### config.mk
export PLATFORM = sky130hd
export DESIGN_NAME = csma_tx_sequencer
export DESIGN_NICKNAME = d
export VERILOG_FILES = /design/src/rtl/csma_seq_pkg.sv /design/src/rtl/csma_lfsr.sv /design/src/rtl/csma_backoff.sv /design/src/rtl/csma_ctrl.sv /design/src/rtl/csma_tx_sequencer.sv
export SDC_FILE = /design/constraint.sdc
export NUM_CORES = 1
export LEC_CHECK = 0
export BUFFER_PORTS_ARGS = -buffer_cell sky130_fd_sc_hd__buf_2
export CORE_MARGIN = 4
export CORE_UTILIZATION = 60
export DETAILED_ROUTE_END_ITERATION = 16
export PLACE_DENSITY = 0.8
export SYNTH_ARGS = -nofsm -noshare
export SYNTH_HDL_FRONTEND = slang
export SYNTH_SLANG_ARGS = --single-unit
### constraint.sdc
create_clock -name clk -period 4.2 [get_ports clk]
set_clock_uncertainty 0.15 [all_clocks]
set_input_delay 0.42 -clock clk [delete_from_list [all_inputs] [get_ports clk]]
set_output_delay 0.42 -clock clk [all_outputs]
set_load 0.05 [all_outputs]
### src/rtl/csma_seq_pkg.sv
// Shared types for the channel-access sequencer: configuration fields,
// outcome codes and controller states. Assumes bytes are packed as the
// register format fixes them.
package csma_seq_pkg;

    localparam int CFG_BYTE_W  = 8;
    localparam int IRQ_BYTE_W  = 8;
    localparam int IRQ_DONE_BIT = 7;
    localparam int BE_W        = 4;
    localparam int CCA_CNT_W   = 3;
    localparam int FRM_CNT_W   = 4;
    localparam int BE_LIMIT    = 8;
    localparam int CCA_LIMIT   = 5;

    typedef enum logic [1:0] {
        RES_OK       = 2'd0,
        RES_OK_PEND  = 2'd1,
        RES_CHAN_BSY = 2'd2,
        RES_NO_ACK   = 2'd3
    } csma_result_e;

    typedef enum logic [2:0] {
        S_IDLE, S_LOAD, S_WAIT, S_CCA_REQ, S_CCA_WAIT,
        S_TX_REQ, S_TX_WAIT, S_ACK_WAIT
    } seq_state_e;

    typedef struct packed {
        logic [FRM_CNT_W-1:0] frame_max;
        logic [CCA_CNT_W-1:0] cca_max;
        logic [BE_W-1:0]      be_max;
        logic [BE_W-1:0]      be_min;
    } csma_cfg_t;

    // Split the two configuration bytes into their fields.
    function automatic csma_cfg_t unpack_cfg(input logic [CFG_BYTE_W-1:0] r_retry,
                                             input logic [CFG_BYTE_W-1:0] r_boff);
        csma_cfg_t c;
        c.frame_max = r_retry[3:0];
        c.cca_max   = r_retry[6:4];
        c.be_max    = r_boff[3:0];
        c.be_min    = r_boff[7:4];
        return c;
    endfunction

    // Legal combination check applied before a start is accepted.
    function automatic logic cfg_legal(input csma_cfg_t c);
        return (c.be_min <= c.be_max) &&
               (c.be_max <= BE_W'(BE_LIMIT)) &&
               (c.cca_max <= CCA_CNT_W'(CCA_LIMIT));
    endfunction

endpackage

### src/rtl/csma_lfsr.sv
// Free-running Galois LFSR used as the backoff random source.
// Assumes a nonzero seed; only the low OUT_W bits leave the module.
module csma_lfsr #(
    parameter int          W     = 16,
    parameter int          OUT_W = 8,
    parameter logic [W-1:0] SEED = 16'hACE1,
    parameter logic [W-1:0] TAPS = 16'hB400
) (
    input  logic             clk,
    input  logic             rst_n,
    output logic [OUT_W-1:0] rnd
);
    logic [W-1:0] state_q;

    // Advance one step every clock.
    always_ff @(posedge clk) begin
        if (!rst_n)
            state_q <= SEED;
        else if (state_q[0])
            state_q <= (state_q >> 1) ^ TAPS;
        else
            state_q <= state_q >> 1;
    end

    assign rnd = state_q[OUT_W-1:0];

    p_lfsr_nonzero_r3: assert property (@(posedge clk) disable iff (!rst_n)
        state_q != '0);

endmodule

### src/rtl/csma_backoff.sv
// Backoff timer: on load it takes a random slot count masked to
// 2^be-1, then counts slots of UNIT_CYCLES clocks. 'expired' is high
// while no slots remain. Assumes be <= SLOT_W.
module csma_backoff #(
    parameter int UNIT_CYCLES = 20,
    parameter int SLOT_W      = 8,
    parameter int BE_W        = 4
) (
    input  logic              clk,
    input  logic              rst_n,
    input  logic              load,
    input  logic [BE_W-1:0]   be,
    input  logic [SLOT_W-1:0] rnd,
    output logic              expired
);
    localparam int UW = (UNIT_CYCLES > 1) ? $clog2(UNIT_CYCLES) : 1;
    localparam logic [UW-1:0] UNIT_LAST = UW'(UNIT_CYCLES - 1);

    logic [SLOT_W:0]   mask_full;
    logic [SLOT_W-1:0] mask;
    logic [SLOT_W-1:0] slots_q;
    logic [UW-1:0]     unit_q;

    // Slot mask 2^be-1 for the exponent in force.
    always_comb begin
        mask_full = ({{SLOT_W{1'b0}}, 1'b1} << be) - 1'b1;
        mask      = mask_full[SLOT_W-1:0];
    end

    // Load the slot count, then tick it down once per unit period.
    always_ff @(posedge clk) begin
        if (!rst_n) begin
            slots_q <= '0;
            unit_q  <= '0;
        end else if (load) begin
            slots_q <= rnd & mask;
            unit_q  <= UNIT_LAST;
        end else if (slots_q != '0) begin
            if (unit_q == '0) begin
                unit_q  <= UNIT_LAST;
                slots_q <= slots_q - 1'b1;
            end else begin
                unit_q <= unit_q - 1'b1;
            end
        end
    end

    assign expired = (slots_q == '0);

    p_slot_range_r3: assert property (@(posedge clk) disable iff (!rst_n)
        load |=> (slots_q <= $past(mask)));

endmodule

### src/rtl/csma_ctrl.sv
// Sequencing controller: accepts a legal start, walks backoff, channel
// assessment, transmit and acknowledgement window, counts busy answers
// and frame retries, and posts the outcome plus the completion flag.
// Assumes the strobes are one clock wide.
module csma_ctrl
    import csma_seq_pkg::*;
#(
    parameter int ACK_WAIT_CYCLES = 54
) (
    input  logic            clk,
    input  logic            rst_n,
    input  logic            start,
    input  csma_cfg_t       cfg_in,
    input  logic            cfg_ok,
    input  logic            backoff_expired,
    output logic            backoff_load,
    output logic [BE_W-1:0] be,
    output logic            cca_req,
    input  logic            cca_done,
    input  logic            cca_busy,
    output logic            tx_req,
    input  logic            tx_done,
    input  logic            ack_rcvd,
    input  logic            ack_pending,
    output logic            busy,
    output logic [1:0]      result,
    output logic            done_flag
);
    localparam int AW = $clog2(ACK_WAIT_CYCLES + 1);
    localparam logic [AW-1:0] ACK_LAST = AW'(ACK_WAIT_CYCLES - 1);

    seq_state_e           state_q;
    csma_cfg_t            cfg_q;
    logic [BE_W-1:0]      be_q;
    logic [CCA_CNT_W-1:0] nb_q;
    logic [FRM_CNT_W-1:0] nr_q;
    logic [AW-1:0]        ack_cnt_q;
    csma_result_e         result_q;
    logic                 flag_q;

    // Main sequence: state, counters, exponent and posted outcome.
    always_ff @(posedge clk) begin
        if (!rst_n) begin
            state_q   <= S_IDLE;
            cfg_q     <= '0;
            be_q      <= '0;
            nb_q      <= '0;
            nr_q      <= '0;
            ack_cnt_q <= '0;
            result_q  <= RES_OK;
            flag_q    <= 1'b0;
        end else begin
            case (state_q)
                S_IDLE: if (start && cfg_ok) begin
                    cfg_q   <= cfg_in;
                    be_q    <= cfg_in.be_min;
                    nb_q    <= '0;
                    nr_q    <= '0;
                    flag_q  <= 1'b0;
                    state_q <= S_LOAD;
                end
                S_LOAD:    state_q <= S_WAIT;
                S_WAIT:    if (backoff_expired) state_q <= S_CCA_REQ;
                S_CCA_REQ: state_q <= S_CCA_WAIT;
                S_CCA_WAIT: if (cca_done) begin
                    if (!cca_busy) begin
                        state_q <= S_TX_REQ;
                    end else if (nb_q >= cfg_q.cca_max) begin
                        result_q <= RES_CHAN_BSY;
                        flag_q   <= 1'b1;
                        state_q  <= S_IDLE;
                    end else begin
                        nb_q    <= nb_q + 1'b1;
                        be_q    <= (be_q < cfg_q.be_max) ? be_q + 1'b1 : be_q;
                        state_q <= S_LOAD;
                    end
                end
                S_TX_REQ:  state_q <= S_TX_WAIT;
                S_TX_WAIT: if (tx_done) begin
                    ack_cnt_q <= ACK_LAST;
                    state_q   <= S_ACK_WAIT;
                end
                S_ACK_WAIT: begin
                    if (ack_rcvd) begin
                        result_q <= ack_pending ? RES_OK_PEND : RES_OK;
                        flag_q   <= 1'b1;
                        state_q  <= S_IDLE;
                    end else if (ack_cnt_q == '0) begin
                        if (nr_q >= cfg_q.frame_max) begin
                            result_q <= RES_NO_ACK;
                            flag_q   <= 1'b1;
                            state_q  <= S_IDLE;
                        end else begin
                            nr_q    <= nr_q + 1'b1;
                            nb_q    <= '0;
                            be_q    <= cfg_q.be_min;
                            state_q <= S_LOAD;
                        end
                    end else begin
                        ack_cnt_q <= ack_cnt_q - 1'b1;
                    end
                end
                default: state_q <= S_IDLE;
            endcase
        end
    end

    // Output decode from the state register.
    always_comb begin
        backoff_load = (state_q == S_LOAD);
        cca_req      = (state_q == S_CCA_REQ);
        tx_req       = (state_q == S_TX_REQ);
        busy         = (state_q != S_IDLE);
        be           = be_q;
        result       = result_q;
        done_flag    = flag_q;
    end

    p_be_range_r4: assert property (@(posedge clk) disable iff (!rst_n)
        busy |-> (be_q >= cfg_q.be_min) && (be_q <= cfg_q.be_max));

    p_cca_count_r5: assert property (@(posedge clk) disable iff (!rst_n)
        busy |-> (nb_q <= cfg_q.cca_max));

    p_frame_count_r7: assert property (@(posedge clk) disable iff (!rst_n)
        busy |-> (nr_q <= cfg_q.frame_max));

    p_start_ignored_r9: assert property (@(posedge clk) disable iff (!rst_n)
        (busy && start) |=> $stable(cfg_q));

endmodule

### src/rtl/csma_tx_sequencer.sv
// Top of the channel-access transmit sequencer: decodes the two
// configuration bytes, ties the random source and backoff timer to the
// controller and forms the interrupt source byte. Assumes all inputs
// are synchronous to clk.
module csma_tx_sequencer
    import csma_seq_pkg::*;
#(
    parameter int UNIT_CYCLES     = 20,
    parameter int ACK_WAIT_CYCLES = 54,
    parameter int SLOT_W          = 8,
    parameter int LFSR_W          = 16
) (
    input  logic                  clk,
    input  logic                  rst_n,
    input  logic                  start,
    input  logic [CFG_BYTE_W-1:0] cfg_retry,
    input  logic [CFG_BYTE_W-1:0] cfg_backoff,
    output logic                  cca_req,
    input  logic                  cca_done,
    input  logic                  cca_busy,
    output logic                  tx_req,
    input  logic                  tx_done,
    input  logic                  ack_rcvd,
    input  logic                  ack_pending,
    output logic                  busy,
    output logic [1:0]            status,
    output logic [IRQ_BYTE_W-1:0] irq_src
);
    csma_cfg_t         cfg_dec;
    logic              cfg_ok;
    logic [SLOT_W-1:0] rnd;
    logic              bo_load;
    logic              bo_expired;
    logic [BE_W-1:0]   be;
    logic              done_flag;

    // Field split and legality check of the configuration bytes.
    always_comb begin
        cfg_dec = unpack_cfg(cfg_retry, cfg_backoff);
        cfg_ok  = cfg_legal(cfg_dec);
    end

    csma_lfsr #(.W(LFSR_W), .OUT_W(SLOT_W)) u_lfsr (
        .clk(clk), .rst_n(rst_n), .rnd(rnd)
    );

    csma_backoff #(.UNIT_CYCLES(UNIT_CYCLES), .SLOT_W(SLOT_W), .BE_W(BE_W)) u_backoff (
        .clk(clk), .rst_n(rst_n), .load(bo_load), .be(be), .rnd(rnd),
        .expired(bo_expired)
    );

    csma_ctrl #(.ACK_WAIT_CYCLES(ACK_WAIT_CYCLES)) u_ctrl (
        .clk(clk), .rst_n(rst_n), .start(start), .cfg_in(cfg_dec),
        .cfg_ok(cfg_ok), .backoff_expired(bo_expired), .backoff_load(bo_load),
        .be(be), .cca_req(cca_req), .cca_done(cca_done), .cca_busy(cca_busy),
        .tx_req(tx_req), .tx_done(tx_done), .ack_rcvd(ack_rcvd),
        .ack_pending(ack_pending), .busy(busy), .result(status),
        .done_flag(done_flag)
    );

    // Interrupt byte carries only the completion flag.
    always_comb begin
        irq_src = '0;
        irq_src[IRQ_DONE_BIT] = done_flag;
    end

    p_busy_from_start_r2: assert property (@(posedge clk) disable iff (!rst_n)
        $rose(busy) |-> $past(start));

    p_irq_on_finish_r8: assert property (@(posedge clk) disable iff (!rst_n)
        $fell(busy) |-> irq_src[IRQ_DONE_BIT]);

endmodule

=== Word level (Yosys, flattened, before mapping) ===
Index checks and enable logic that the tools add are counted.

* Shift operators: 1
* Equality and inequality tests: 21
* Reduce and logical (&&, ||, !) cells: 25
* Multiplexer cells: 59
* Bitwise operators: 3
* Add/subtract/negate cells: 7
* Magnitude comparators: 6

{| class="wikitable"
|+ Operators with widths
! kind !! count
|-
| $mux W4 || 12
|-
| $mux W3 || 14
|-
| $mux W8 || 3
|-
| $pmux W3 S8 || 1
|-
| $mux W6 || 3
|-
| $mux W16 || 1
|-
| $ne A2 B2 Y1 const B || 8
|-
| $sub A8 B1 Y8 const B || 2
|-
| $mux W5 || 3
|-
| $eq A3 B3 Y1 const B || 4
|-
| $mux W2 || 6
|-
| $pmux W4 S3 || 1
|-
| $pmux W6 S2 || 1
|-
| $mux W1 || 10
|-
| $reduce_and A5 Y1 || 2
|-
| $reduce_bool A2 Y1 || 5
|-
| $pmux W3 S3 || 1
|-
| $reduce_and A9 Y1 || 1
|-
| $add A4 B1 Y4 const B || 2
|-
| $and A8 B8 Y8 || 1
|-
| $logic_not A8 Y1 || 1
|-
| $ne A2 B1 Y1 const B || 4
|-
| $pmux W4 S2 || 1
|-
| $reduce_and A8 Y1 || 1
|-
| 28 further kinds || 34
|}

* Bits of input ports: 24
* Output and inout port bits: 13
* Bits in registers: 67
* Word-level logic and storage cells: 137

=== Logic depth before layout (Yosys ltp) ===
* Depth after elaboration: 6
* Depth in mapped cells: 11
* Gate-level depth less buffers: 10

=== Cells and area by module ===
Synthesis repeated with hierarchy kept, for this count alone.

* Cell total of the unflattened synthesis: 460
* Area total of the unflattened synthesis: 3806.2 um^2

{| class="wikitable"
|+ Modules (own cells, without submodules)
! module !! sequential area each (um^2) !! times used !! area each (um^2) !! cells each
|-
| csma_ctrl || 760.7 || 1 || 2172.1 || 279
|-
| csma_backoff || 260.2 || 1 || 947.2 || 112
|-
| csma_lfsr || 320.3 || 1 || 513.0 || 44
|-
| csma_tx_sequencer || 0.0 || 1 || 173.9 || 25
|}

=== Least setup slack after synthesis ===
No wires, ideal clock.

* Kind: register to output
* Start: register u_ctrl.state_q[1]
* End: output port tx_req
* Data arrival time: 1728 ps
* Required time: 3630 ps
* Slack: 1902 ps
* Path buffers: 2
* Stages on the path, launching flop included: 4
* Path through: dfxtp_1 buf_4 clkbuf_1 nor3_1

* Cells in the longest elaborated chain, start to end: 1

{| class="wikitable"
|+ RTL lines
! element !! RTL line !! RTL
|-
| start, declared || csma_ctrl.sv:32 || <nowiki>seq_state_e state_q;</nowiki>
|-
| start signal, assigned || csma_ctrl.sv:44 || <nowiki>state_q <= S_IDLE;</nowiki>
|-
| start signal, assigned || csma_ctrl.sv:60 || <nowiki>state_q <= S_LOAD;</nowiki>
|-
| start signal, assigned || csma_ctrl.sv:62 || <nowiki>S_LOAD: state_q <= S_WAIT;</nowiki>
|-
| $eq A3 B3 Y1 || csma_ctrl.sv:112 || <nowiki>tx_req = (state_q == S_TX_REQ);</nowiki>
|-
| end, declared || csma_tx_sequencer.sv:21 || <nowiki>output logic tx_req,</nowiki>
|}

No other way between the ends.

=== Final worst setup path ===
* Start: register u_ctrl.state_q[2]
* End: output port tx_req

Same word-level chain as after synthesis.

==> metrics.cfg <==
[timing]
maxSlewHeadroom_pct = 47.1
rsz0062_at_grt = false
worst-slew-pin-transition_ps = 793
drv_slew = 0
finalCriticalPeriod_ps = 2640
fmax_mhz = 379
hold_viol = 0
post-route-period-util_pct = 62.8
holdWs_ps = 164
setup_viol = 0
finalSetupTns_ps = 0

[route]
routed_wl_mm = 7.86
ant_nets = 0
drt_pass1_iterations = 4
wl_met1_mm = 3.62
dr_wl_met3_um = 544
wl_met2_mm = 3.55
drc = 0
routed_via_density = 5.75
vias = 3153
wire_per_inst_um = 14.3
maxUsedRoutingLayer = met4
first_iter_violations = 147

[clocking]
clkTransAtPathRegs_ps = 70
cts.sinks = 67
cts_tree = done
clockBufferDepth = 2
cts_hold_buf = 0
cts_resized = 0
clockRootBuffer = clkbuf_8
cts-htree-levels = 3
cts_made_buffers = 9
cts_setup_buffers = 0
worstSkewPairLatency_ps = 340

[power_and_ir_drop]
switching_share_pct = 40.0
p_comb_share_pct = 42.1
power_switching_mw = 0.890
p_int_mw = 1.33
power_density_nw_per_um2 = 538
clkPwrFrac_pct = 20.3
p_leak_nw = 1.69
power.total_mw = 2.22
ir_worst_vdd_uv = 347
p_seq_share_pct = 37.6

[worst_setup_path]
r2r-end = u_ctrl.nr_q[0]$_SDFFE_PN0P_
cp.required_ps = 3630
critical_path_peak_fanout = 16
worstReg2RegStart = u_ctrl.state_q[1]$_SDFFE_PN0P_
cp_cell_sequence = clkinv_1, nor3_1, buf_2
critPathKind = flip-flop to primary output
max_stage_delay_ps = 680
regToRegSetupSlack_ps = 1770
worstSetupStartpointType = flip-flop
arrival_ps = 2070
cp_slowest_cell = dfxtp_1
endpoint_kind = primary output
r2r_cells = 6

[layout]
nNetsFinal = 520
fillers = 505
drive_gt1_share_pct = 13.5
num_antenna_cells = 0
final_cells = 548
areaGrowthSynthToFinish_pct = 6.76

[flow_run]
maxCapViolCount = 0

[synthesis]
synth_edf_count = 0
synth_xor_area_share_pct = 3.62
synth_compound_area_share_pct = 18.9
muxShareOfSynthArea_pct = 4.17
ys_dominant_reg_cell = dfxtp_1
async_flop_share_pct = 0
ys_seq_elements = 67
synth_top_family_by_area = simple AND/OR/NAND/NOR gates
avgSynthCellArea_um2 = 8.55
yosysSeqAreaShare_pct = 34.7
synthesis.area_um2 = 3870
yosysWarnings = 0
yosys.area_share.simple_pct = 22.6
synthAdderAreaFrac_pct = 8.74
synth_cell_types = 68
synth_cells = 452

[die]
die_w_um = 88.3
core_area_um2 = 6100
dieArea_um2 = 7790
die_y_um = 88.3
initial_core_util_pct = 63.4
ioPinCount = 37
row_count = 28

[global_route]
grt.total_usage_pct = 22.2
antenna_found_initial = 0
grt_pass1_wl_mm = 13.7
grt_pass1_vias = 3042
grt_overflow = 0
grt_max_degree = 54

[place]
portBuffers = 28
gp_congestion = 0.785
placed_cells = 533
dp_hpwl_mm = 5.73

[outcome]
status = finished, final reports clean

[hold_path]
min_from = cfg_retry[2]
hold_path_end = u_ctrl.cfg_q[13]$_SDFFE_PN0P_
hold_depth = 3
hold_path_class = input port to flip-flop

synth_stat cells (2+ instances only):
cell | number | area, um^2
nor2b_1 | 7 | 43.8
o31ai_4 | 2 | 42.5
nand3_1 | 10 | 50.1
or3_4 | 2 | 22.5
nor2_1 | 33 | 124
buf_6 | 2 | 22.5
a211oi_1 | 3 | 22.5
o22ai_1 | 5 | 31.3
o211ai_1 | 8 | 60.1
nor3b_1 | 2 | 15.0
mux2i_1 | 15 | 150
and3_1 | 5 | 31.3
and2_1 | 12 | 75.1
nor3_1 | 10 | 50.1
nor4_1 | 6 | 37.5
a21boi_1 | 2 | 15.0
a21oi_1 | 26 | 130
o2111ai_1 | 3 | 26.3
o311ai_0 | 2 | 17.5
or3_1 | 4 | 25.0
nand2_1 | 42 | 158
buf_2 | 4 | 20.0
nand2b_1 | 10 | 62.6
ha_1 | 27 | 338
o21ai_0 | 23 | 115
clkbuf_1 | 14 | 52.6
inv_1 | 29 | 109
dfxtp_1 | 67 | 1340
a31oi_1 | 5 | 31.3
o31ai_1 | 3 | 22.5
o21bai_1 | 2 | 15.0
a21boi_0 | 5 | 37.5
xnor2_1 | 12 | 105
o21a_1 | 5 | 37.5
xor2_1 | 4 | 35.0
buf_4 | 9 | 67.6
flip-flops by register name (all words and copies together) (netlist names):
| register | count |
|---|---|
| u_backoff.unit_q | 5 |
| u_ctrl.be | 4 |
| u_backoff.slots_q | 8 |
| u_ctrl.nr_q | 4 |
| u_ctrl.nb_q | 3 |
| u_ctrl.done_flag | 1 |
| u_ctrl.ack_cnt_q | 6 |
| u_ctrl.cfg_q | 15 |
| u_ctrl.state_q | 3 |
| u_ctrl.result | 2 |
| u_lfsr.state_q | 16 |
layer usage:
metal,GRT usage [%],up-vias
met5,0,-
met4,8.52,0
met3,4.75,17
met2,36.2,96
met1,28.8,1441
li1,-,1599
area by class of cell:
type,count,area [um^2],area share [%]
Multi-Input combinational cell,331,2270,55.0
Sequential cell,67,1340,32.5
Tap cell,75,93.8,2.27
Timing Repair Buffer,29,148,3.58
Clock buffer,12,145,3.52
Inverter,31,116,2.82
Clock inverter,3,15.0,0.364
critical path, delay by kind of cell, from the launching register on:
family                 cells  cell delay (ps)
and+or+nand+nor            1              320
DFF                        1              680
buffers and inverters      2              720
layout by cell type (no fill, tap or decap), drive strengths merged, types with 5 or more instances in the layout:
master,n
nor4,6
dfxtp,67
nand2b,10
and3,5
mux2i,15
nor2,35
a21oi,27
clkbuf,12
ha,27
o21a,5
nand2,43
conb,7
o21ai,24
o31ai,5
nand3,12
or3,6
xnor2,12
o211ai,8
buf,29
o22ai,5
a31oi,5
and2,12
nor3,11
a21boi,7
nor2b,7
inv,30
power by group through the flow:
| stage | Clock (mW) | Combinational [mW] | Sequential, mW |
|---|---|---|---|
| 3_3_place_gp | 0 | 0.897 | 0.841 |
| 5_1_grt | 0.494 | 1.05 | 0.850 |
| 3_5_place_dp | 0 | 0.927 | 0.847 |
| 2_1_floorplan | 0 | 0.822 | 0.787 |
| 6_report | 0.451 | 0.936 | 0.836 |
| 4_1_cts | 0.461 | 0.933 | 0.833 |
per-stage QoR:
stage / instance area [um^2] / utilization (%) / setup WS [ps]
after global placement: 3970 / 65.1 / 1720
after floorplan: 3890 / - / 1900
final: 4130 / 67.7 / 1560
after detailed placement: 3970 / 65.1 / 1650
after CTS: 4130 / 67.7 / 1570
after global routing: 4130 / 67.7 / 1410
cells by family after synthesis:
group                      after synthesis
adders and majority gates               27
other                                    1
buffers and inverters                   60
xor gates and xnor gates                16
muxes                                   16
and+or+nand+nor                        159
DFF                                     67
AOI/OAI and AO/OA                      106
worst max path at each step:
stage                                               from                        endpoint  depth (start not counted)
after floorplan           u_ctrl.state_q[1]$_SDFFE_PN0P_                          tx_req                          3
after global placement                    cfg_backoff[1]  u_ctrl.state_q[0]$_SDFFE_PN0P_                          9
after detailed placement                  cfg_backoff[1]  u_ctrl.state_q[0]$_SDFFE_PN0P_                          9
after CTS                 u_ctrl.state_q[2]$_SDFFE_PN0P_                          tx_req                          3
after global routing      u_ctrl.state_q[2]$_SDFFE_PN0P_                          tx_req                          3
final                     u_ctrl.state_q[2]$_SDFFE_PN0P_                          tx_req                          3
No activity file was read; power rests on OpenSTA's default activity.
